**config.mk**
```make
export PLATFORM = sky130hd
export DESIGN_NAME = parab_cal_search
export DESIGN_NICKNAME = d
export VERILOG_FILES = /design/src/rtl/pss_pkg.sv /design/src/rtl/pss_meas_hs.sv /design/src/rtl/pss_divider.sv /design/src/rtl/parab_cal_search.sv
export SDC_FILE = /design/constraint.sdc
export NUM_CORES = 1
export LEC_CHECK = 0
export BUFFER_PORTS_ARGS = -buffer_cell sky130_fd_sc_hd__buf_2
export CORE_MARGIN = 3
export CORE_UTILIZATION = 56
export CTS_CLUSTER_SIZE = 28
export DETAILED_ROUTE_END_ITERATION = 10
export PLACE_DENSITY = 0.74
export SYNTH_ARGS = -nofsm -noshare
export SYNTH_HDL_FRONTEND = slang
export SYNTH_SLANG_ARGS = --single-unit
```
**constraint.sdc**
```tcl
create_clock -name clk -period 13.2 [get_ports clk]
set_input_delay 1.32 -clock clk [delete_from_list [all_inputs] [get_ports clk]]
set_output_delay 1.32 -clock clk [all_outputs]
set_load 0.02 [all_outputs]
```
**src/rtl/pss_pkg.sv**
```systemverilog
package pss_pkg;
  typedef enum logic [2:0] {
    ST_IDLE,
    ST_MEAS,
    ST_DIV,
    ST_UPD
  } pss_state_e;

  typedef enum logic [1:0] {
    TG_BASE,
    TG_REDO,
    TG_PLUS,
    TG_MINUS
  } pss_tag_e;
endpackage

```
**src/rtl/pss_meas_hs.sv**
```systemverilog
module pss_meas_hs #(
  parameter int E_W = 24
) (
  input  logic           clk,
  input  logic           rst_n,
  input  logic           go,
  input  logic           ack,
  input  logic [E_W-1:0] energy,
  output logic           req,
  output logic           fin,
  output logic [E_W-1:0] data
);
  logic wait_rel_q;

  always_ff @(posedge clk or negedge rst_n) begin
    if (!rst_n) begin
      req        <= 1'b0;
      wait_rel_q <= 1'b0;
      fin        <= 1'b0;
      data       <= '0;
    end else begin
      fin <= 1'b0;
      if (go && !req && !wait_rel_q) begin
        req <= 1'b1;
      end else if (req && ack) begin
        req        <= 1'b0;
        data       <= energy;
        wait_rel_q <= 1'b1;
      end else if (wait_rel_q && !ack) begin
        wait_rel_q <= 1'b0;
        fin        <= 1'b1;
      end
    end
  end
endmodule

```
**src/rtl/pss_divider.sv**
```systemverilog
module pss_divider #(
  parameter int NW = 27,
  parameter int QB = 9
) (
  input  logic          clk,
  input  logic          rst_n,
  input  logic          start,
  input  logic [NW-1:0] num,
  input  logic [NW-1:0] den,
  output logic          done,
  output logic [QB-1:0] quo
);
  localparam int XW = NW + QB;
  localparam int CNTW = $clog2(QB) + 1;

  logic [NW-1:0]   rem_q;
  logic [XW-1:0]   dsh_q;
  logic [CNTW-1:0] cnt_q;
  logic            run_q;
  logic            fits_w;

  assign fits_w = XW'(rem_q) >= dsh_q;

  always_ff @(posedge clk or negedge rst_n) begin
    if (!rst_n) begin
      rem_q <= '0;
      dsh_q <= '0;
      cnt_q <= '0;
      run_q <= 1'b0;
      done  <= 1'b0;
      quo   <= '0;
    end else begin
      done <= 1'b0;
      if (start) begin
        if (XW'(num) >= (XW'(den) << QB)) begin
          quo  <= '1;
          done <= 1'b1;
        end else begin
          rem_q <= num;
          dsh_q <= XW'(den) << (QB - 1);
          cnt_q <= CNTW'(QB - 1);
          quo   <= '0;
          run_q <= 1'b1;
        end
      end else if (run_q) begin
        if (fits_w) rem_q <= rem_q - dsh_q[NW-1:0];
        quo   <= {quo[QB-2:0], fits_w};
        dsh_q <= dsh_q >> 1;
        if (cnt_q == '0) begin
          run_q <= 1'b0;
          done  <= 1'b1;
        end else begin
          cnt_q <= cnt_q - 1'b1;
        end
      end
    end
  end
endmodule

```
**src/rtl/parab_cal_search.sv**
```systemverilog
module parab_cal_search #(
  parameter int E_W        = 24,
  parameter int V_W        = 16,
  parameter int STEP       = 4,
  parameter int CAP_MUL    = 4,
  parameter int RANGE      = 60,
  parameter int LOW_E      = 50,
  parameter int ITER_GAIN  = 6,
  parameter int ITER_PHASE = 4,
  parameter int LIMIT_MAX  = 8,
  parameter int PREV_INIT  = 1048576,
  parameter int QBITS      = 9
) (
  input  logic             clk,
  input  logic             rst_n,
  input  logic             start,
  input  logic             phase_mode,
  input  logic [V_W-1:0]   hold_val,
  output logic             meas_req,
  input  logic             meas_ack,
  input  logic [E_W-1:0]   meas_energy,
  output logic [2*V_W-1:0] trial_word,
  output logic             busy,
  output logic             done,
  output logic [V_W-1:0]   result
);
  import pss_pkg::*;

  localparam int CW  = E_W + 2;
  localparam int NW  = E_W + 3;
  localparam int LW  = $clog2(LIMIT_MAX + 2) + 1;
  localparam int CAP = CAP_MUL * STEP;

  typedef logic [E_W-1:0]        en_t;
  typedef logic signed [V_W-1:0] val_t;

  function automatic logic [2*V_W-1:0] pack_f(logic ph, val_t hold, val_t v);
    return ph ? {v, hold} : {hold, v};
  endfunction

  function automatic logic signed [CW-1:0] curv_f(en_t ep, en_t e0, en_t em);
    logic signed [CW-1:0] sp, sm, s0;
    sp = $signed({2'b00, ep});
    sm = $signed({2'b00, em});
    s0 = $signed({2'b00, e0});
    return sp + sm - (s0 <<< 1);
  endfunction

  function automatic logic signed [NW-1:0] numer_f(en_t ep, en_t em);
    logic signed [NW-1:0] d;
    d = $signed({3'b000, ep}) - $signed({3'b000, em});
    return d * $signed(NW'(STEP));
  endfunction

  function automatic val_t adj_f(logic neg, logic [QBITS-1:0] q);
    val_t m;
    m = val_t'(q >> 1);
    if (neg) return -m;
    return (m > val_t'(CAP)) ? val_t'(CAP) : m;
  endfunction

  function automatic logic out_of_range_f(val_t v);
    return (v > val_t'(RANGE)) || (v < -val_t'(RANGE));
  endfunction

  pss_state_e state_q;
  pss_tag_e   tag_q;
  logic       mode_q;
  val_t       hold_q, base_q, adj_q, adj_new_q, probe_q, result_q;
  en_t        e0_q, ep_q, prev_q;
  logic [LW-1:0] iter_q, lim_q;
  logic [2*V_W-1:0] trial_q;
  logic       issue_q, done_q, div_go_q, neg_q;
  logic [NW-1:0] div_num_q, div_den_q;

  logic          hs_fin;
  en_t           hs_data;
  logic          div_done;
  logic [QBITS-1:0] div_quo;

  logic signed [CW-1:0] curv_w;
  logic signed [NW-1:0] numer_w;
  val_t revert_val_w, plus_val_w, minus_val_w, upd_a_w, upd_base_w;

  // Named internal events, observed by the bound checker
  logic ev_low_w, ev_revert_w, ev_flat_w, ev_stop_w, ev_clip_w;

  pss_meas_hs #(.E_W(E_W)) u_hs (
    .clk    (clk),
    .rst_n  (rst_n),
    .go     (issue_q),
    .ack    (meas_ack),
    .energy (meas_energy),
    .req    (meas_req),
    .fin    (hs_fin),
    .data   (hs_data)
  );

  pss_divider #(.NW(NW), .QB(QBITS)) u_div (
    .clk   (clk),
    .rst_n (rst_n),
    .start (div_go_q),
    .num   (div_num_q),
    .den   (div_den_q),
    .done  (div_done),
    .quo   (div_quo)
  );

  assign curv_w       = curv_f(ep_q, e0_q, hs_data);
  assign numer_w      = numer_f(ep_q, hs_data);
  assign revert_val_w = base_q + adj_q;
  assign plus_val_w   = base_q + val_t'(STEP);
  assign minus_val_w  = base_q - val_t'(STEP);
  assign ev_clip_w    = (state_q == ST_UPD) && out_of_range_f(base_q - adj_new_q);
  assign upd_a_w      = ev_clip_w ? '0 : adj_new_q;
  assign upd_base_w   = base_q - upd_a_w;

  assign ev_low_w    = (state_q == ST_MEAS) && hs_fin &&
                       ((tag_q == TG_BASE) || (tag_q == TG_REDO)) &&
                       (hs_data < en_t'(LOW_E));
  assign ev_revert_w = (state_q == ST_MEAS) && hs_fin && (tag_q == TG_BASE) &&
                       !ev_low_w && (iter_q != '0) && (hs_data > prev_q);
  assign ev_flat_w   = (state_q == ST_MEAS) && hs_fin && (tag_q == TG_MINUS) &&
                       !(curv_w > 0);
  assign ev_stop_w   = (state_q == ST_UPD) && (lim_q > LW'(LIMIT_MAX));

  always_ff @(posedge clk or negedge rst_n) begin
    if (!rst_n) begin
      state_q   <= ST_IDLE;
      tag_q     <= TG_BASE;
      mode_q    <= 1'b0;
      hold_q    <= '0;
      base_q    <= '0;
      adj_q     <= '0;
      adj_new_q <= '0;
      probe_q   <= '0;
      result_q  <= '0;
      e0_q      <= '0;
      ep_q      <= '0;
      prev_q    <= en_t'(PREV_INIT);
      iter_q    <= '0;
      lim_q     <= '0;
      trial_q   <= '0;
      issue_q   <= 1'b0;
      done_q    <= 1'b0;
      div_go_q  <= 1'b0;
      neg_q     <= 1'b0;
      div_num_q <= '0;
      div_den_q <= '0;
    end else begin
      issue_q  <= 1'b0;
      done_q   <= 1'b0;
      div_go_q <= 1'b0;
      unique case (state_q)
        ST_IDLE: begin
          if (start) begin
            mode_q  <= phase_mode;
            hold_q  <= hold_val;
            base_q  <= '0;
            adj_q   <= '0;
            prev_q  <= en_t'(PREV_INIT);
            iter_q  <= '0;
            lim_q   <= phase_mode ? LW'(ITER_PHASE) : LW'(ITER_GAIN);
            probe_q <= '0;
            trial_q <= pack_f(phase_mode, hold_val, '0);
            tag_q   <= TG_BASE;
            issue_q <= 1'b1;
            state_q <= ST_MEAS;
          end
        end
        ST_MEAS: begin
          if (hs_fin) begin
            unique case (tag_q)
              TG_BASE, TG_REDO: begin
                e0_q <= hs_data;
                if (ev_low_w) begin
                  result_q <= base_q;
                  done_q   <= 1'b1;
                  state_q  <= ST_IDLE;
                end else if (ev_revert_w) begin
                  base_q  <= revert_val_w;
                  probe_q <= revert_val_w;
                  trial_q <= pack_f(mode_q, hold_q, revert_val_w);
                  tag_q   <= TG_REDO;
                  issue_q <= 1'b1;
                end else begin
                  probe_q <= plus_val_w;
                  trial_q <= pack_f(mode_q, hold_q, plus_val_w);
                  tag_q   <= TG_PLUS;
                  issue_q <= 1'b1;
                end
              end
              TG_PLUS: begin
                ep_q    <= hs_data;
                probe_q <= minus_val_w;
                trial_q <= pack_f(mode_q, hold_q, minus_val_w);
                tag_q   <= TG_MINUS;
                issue_q <= 1'b1;
              end
              TG_MINUS: begin
                if (curv_w > 0) begin
                  neg_q     <= numer_w < 0;
                  div_num_q <= (numer_w < 0) ? NW'(-numer_w) : NW'(numer_w);
                  div_den_q <= NW'(curv_w);
                  div_go_q  <= 1'b1;
                  state_q   <= ST_DIV;
                end else begin
                  adj_new_q <= '0;
                  lim_q     <= lim_q + 1'b1;
                  state_q   <= ST_UPD;
                end
              end
              default: state_q <= ST_IDLE;
            endcase
          end
        end
        ST_DIV: begin
          if (div_done) begin
            adj_new_q <= adj_f(neg_q, div_quo);
            state_q   <= ST_UPD;
          end
        end
        ST_UPD: begin
          if (ev_stop_w) begin
            result_q <= base_q;
            done_q   <= 1'b1;
            state_q  <= ST_IDLE;
          end else begin
            base_q <= upd_base_w;
            adj_q  <= upd_a_w;
            prev_q <= e0_q;
            if ((iter_q + 1'b1) >= lim_q) begin
              result_q <= upd_base_w;
              done_q   <= 1'b1;
              state_q  <= ST_IDLE;
            end else begin
              iter_q  <= iter_q + 1'b1;
              probe_q <= upd_base_w;
              trial_q <= pack_f(mode_q, hold_q, upd_base_w);
              tag_q   <= TG_BASE;
              issue_q <= 1'b1;
              state_q <= ST_MEAS;
            end
          end
        end
        default: state_q <= ST_IDLE;
      endcase
    end
  end

  assign trial_word = trial_q;
  assign busy       = (state_q != ST_IDLE);
  assign done       = done_q;
  assign result     = result_q;
endmodule

```
==> run_results.csv <==
group,metric,value,unit
power_and_ir_drop,p_sw_share,48.8,%
synth,synth_nets,3191,
timing,setup_violations,0,
global_routing,grt_max_degree,145,
cts,numClockSinks,356,
die,dieWidth,218,µm
synth,netlist_instances,2938,
synth,ys.flop_type,"dfrtp_1",
drt,wl_per_cell,19.4,µm
die,dieArea,47300,µm²
cells_and_area,final_nets,3216,
synth,syn_area,25100,µm²
run_status,status,"completed",
synth,ys_top_cells_by_area,"dfrtp_1 35%, ha_1 9.0%, nand2_1 6.0%",
worst_setup_path,crit_chain,"ha_1, a21o_1, a211oi_1, nand3_1, a41o_1, o31a_1, xnor2_1, or4_1, mux2_2, nand2_1, nand2_1, ha_1, nor2b_1, o2111ai_1, a31oi_1, a211o_1, or4b_2, a31o_2, a21o_1, nand3_1, a21oi_1, a311oi_1, a21oi_1",
drt,dr.first_iter.drc_count,2116,
power_and_ir_drop,combinationalPowerShare,64.0,%
global_routing,grt_pass1_wl,112,mm
power_and_ir_drop,clockPowerShare,15.2,%
synth,ys_seq_elements,356,
cts,h-tree-depth,2,
placed_design,dpl.hpwl,51.0,mm
worst_setup_path,crit_arrival,7580,ps
die,start_util,57.4,%
cts,cts_root_buf,"clkbuf_16",
power_and_ir_drop,p_int,4.26,mW
power_and_ir_drop,power,8.31,mW
worst_setup_path,path_max_fanout,14,
worst_setup_path,crit_buf_inv,0,
synth,synth_edf_count,0,
cts,cts_made_buffers,41,
cts,cts_tree,"built",
timing,period_minus_slack,7140,ps
worst_setup_path,cp-start-kind,"flop",
die,core,43600,µm²
cts,cts_setup_buffers,0,
synth,synth_most_common_cell,"nand2_1",
power_and_ir_drop,switching_power,4.05,mW
cts,cts_resized,0,
synth,synth_commonest_cells,"399 x nand2_1, 355 x dfrtp_1, 249 x inv_1",
synth,yosys.area.top_type,"dfrtp_1",
worst_hold_path,hp-class,"flop to flop",
power_and_ir_drop,vdd_drop_max,0.187,mV
job,maxCapViolations,0,
worst_setup_path,cpMaxStageDelayCell,"or4b_2",
synth,synth_cell_types,94,
cells_and_area,synthToLayoutAreaGrowth,9.43,%
worst_setup_path,slowest_delay,640,ps
drt,vias_per_cell,6.16,
cts,postCtsHoldBufs,0,
synth,yosysTopAreaCellShare,35.5,%
timing,tightestPinTransition,1250,ps
drt,final_antenna_net_count,0,
cts,clock_latency,590,ps
die,io_pins,96,
die,die_h,218,µm
worst_setup_path,crit_type,"flop to flop",
timing,fin_skew,31.9,ps
synth,ys_seq_area_share,35.6,%
worst_setup_path,crit_family,"compound AO/OA/AOI/OAI gates",
placed_design,gp_congestion,0.934,
synth,avgSynthCellArea,8.53,µm²
power_and_ir_drop,p_seq_share,20.9,%
timing,period_share,54.1,%
drt,routed_wl,69.3,mm
power_and_ir_drop,p_leak,12.4,nW
global_routing,gr-usage-all-layers,29.1,%
die,num_rows,76,
timing,totalNegativeSetupSlack,0,ps
worst_setup_path,required,13640,ps
global_routing,grt-ovfl-total,0,
cts,cts_max_path_buffers,3,
drt,drc,0,
cells_and_area,drive_gt1_share,10.1,%
cts,clk_pin_slew_worst_paths,60,ps
timing,maxSlewHeadroom,16.0,%
synth,async_flop_share,100,%
global_routing,grt_antenna_before_repair,1,
drt,dr.pass1.iters,6,
timing,hold_viol,0,
cells_and_area,antennaDiodeCount,0,
timing,drv_slew,0,
placed_design,port_buffers,95,
timing,rsz0062_at_grt,"false",
timing,timing.fmax,0.140,GHz
synth,synth_warnings,0,
worst_setup_path,end_kind,"flop",
power_and_ir_drop,power.density,303,nW/µm²
global_routing,grt_pass1_vias,21000,
drt,vias,22000,
registers in the layout (all words and copies together) (netlist names), 16 cells and up:
register,flops
base_q,16
hold_q,16
u_div.dsh_q,35
result,16
u_hs.data,24
div_num_q,24
trial_word,32
e0_q,24
prev_q,24
ep_q,24
u_div.rem_q,27
div_den_q,26
per-layer routing:
layer / wire length, µm / part of all wire, % / track usage (%)
met1: 32900 / 47 / 44.4
met2: 29600 / 43 / 42.9
met3: 5560 / 8.0 / 5.75
met4: 1250 / 1.8 / 6.35
met5: 13 / 0.019 / 0
placed cells by master, fill, tap and decap left out, types with 20 or more instances in the layout:
| cell type | Yosys | final |
|---|---|---|
| nor2_1 | 201 | 198 |
| a31oi_1 | 36 | 36 |
| dfrtp_1 | 355 | 354 |
| xor2_1 | 49 | 49 |
| inv_1 | 249 | 249 |
| nor3_1 | 43 | 43 |
| o31ai_1 | 22 | 22 |
| nand3_1 | 66 | 66 |
| o21ai_1 | 24 | 24 |
| buf_2 | 5 | 94 |
| nor4_1 | 22 | 22 |
| and3_1 | 20 | 20 |
| a211oi_1 | 24 | 24 |
| nand2b_1 | 25 | 25 |
| o211ai_1 | 26 | 26 |
| o21a_1 | 28 | 28 |
| nor2b_1 | 20 | 20 |
| buf_4 | 4 | 23 |
| mux2i_1 | 42 | 42 |
| a21oi_1 | 214 | 214 |
| nand4_1 | 22 | 22 |
| xnor2_1 | 71 | 71 |
| a21o_1 | 50 | 50 |
| clkbuf_16 | 0 | 42 |
| o21ai_0 | 243 | 242 |
| nand2_1 | 399 | 398 |
| mux2_2 | 69 | 69 |
| ha_1 | 180 | 180 |
| a22o_1 | 22 | 22 |
| fa_1 | 28 | 28 |
logic make-up (layout without fill, tap and decap cells):
logic type      count (synthesis)  in the layout  synth area share, %
mux                           115            115                 4.97
fa+ha+maj                     208            208                 11.2
flops                         356            356                 35.6
buf+inv                       388            446                 6.09
compound gates                849            849                 21.5
xor+xnor                      120            120                 4.19
simple gates                  902            902                 16.5
power groups by stage:
stage / Clock, mW / Sequential, mW / Combinational (mW)
2_1_floorplan: 0 / 1.69 / 3.93
3_3_place_gp: 0 / 1.72 / 5.02
3_5_place_dp: 0 / 1.74 / 5.16
4_1_cts: 1.28 / 1.72 / 5.21
5_1_grt: 1.32 / 1.78 / 5.86
6_report: 1.26 / 1.73 / 5.31
stage by stage:
stage	cells	hold slack [ps]	cell area, µm²	utilization (%)	setup slack [ps]
floorplan	2938	448	25100	-	6960
global placement	3505	464	25900	59.4	6390
detailed placement	3505	471	25900	59.4	6200
CTS	3581	484	27400	62.8	6170
global route	3581	512	27400	62.8	5800
finish	3581	478	27400	62.8	6060
worst reg2reg max path, cell delays in order, from the launching register on:
cell and delay [ps]:
dfrtp_1 510, ha_1 420, a21o_1 200, a211oi_1 450, nand3_1 200, a41o_1 310
o31a_1 260, xnor2_1 140, or4_1 550, mux2_2 320, nand2_1 330, nand2_1 170
ha_1 300, nor2b_1 150, o2111ai_1 260, a31oi_1 210, a211o_1 330, or4b_2 650
a31o_2 270, a21o_1 230, nand3_1 110, a21oi_1 80, a311oi_1 430, a21oi_1 130
area by class of cell:
type / instances / area [µm²]
clock buffer: 57 / 1190
tap: 585 / 732
clock inverter: 19 / 314
timing repair buffer: 119 / 678
sequential: 356 / 8910
inverter: 251 / 942
fill: 3652 / 16200
multi-input combinational: 2194 / 14700
final timing paths:
| kind | from | to | slack [ps] | depth (start not counted) |
|---|---|---|---|---|
| min reg2reg | u_div.dsh_q[3] | u_div.dsh_q[3] | 480 | 2 |
| max in group asynchronous | rst_n | u_hs.data[5] | 10380 | 3 |
| max | base_q[7] | trial_word[31] | 6060 | 23 |
| max reg2reg | base_q[7] | trial_word[31] | 6060 | 23 |
| min | u_div.dsh_q[3] | u_div.dsh_q[3] | 480 | 2 |
| min in group asynchronous | rst_n | adj_q[14] | 730 | 1 |
Power figures use the tool's default switching activity.
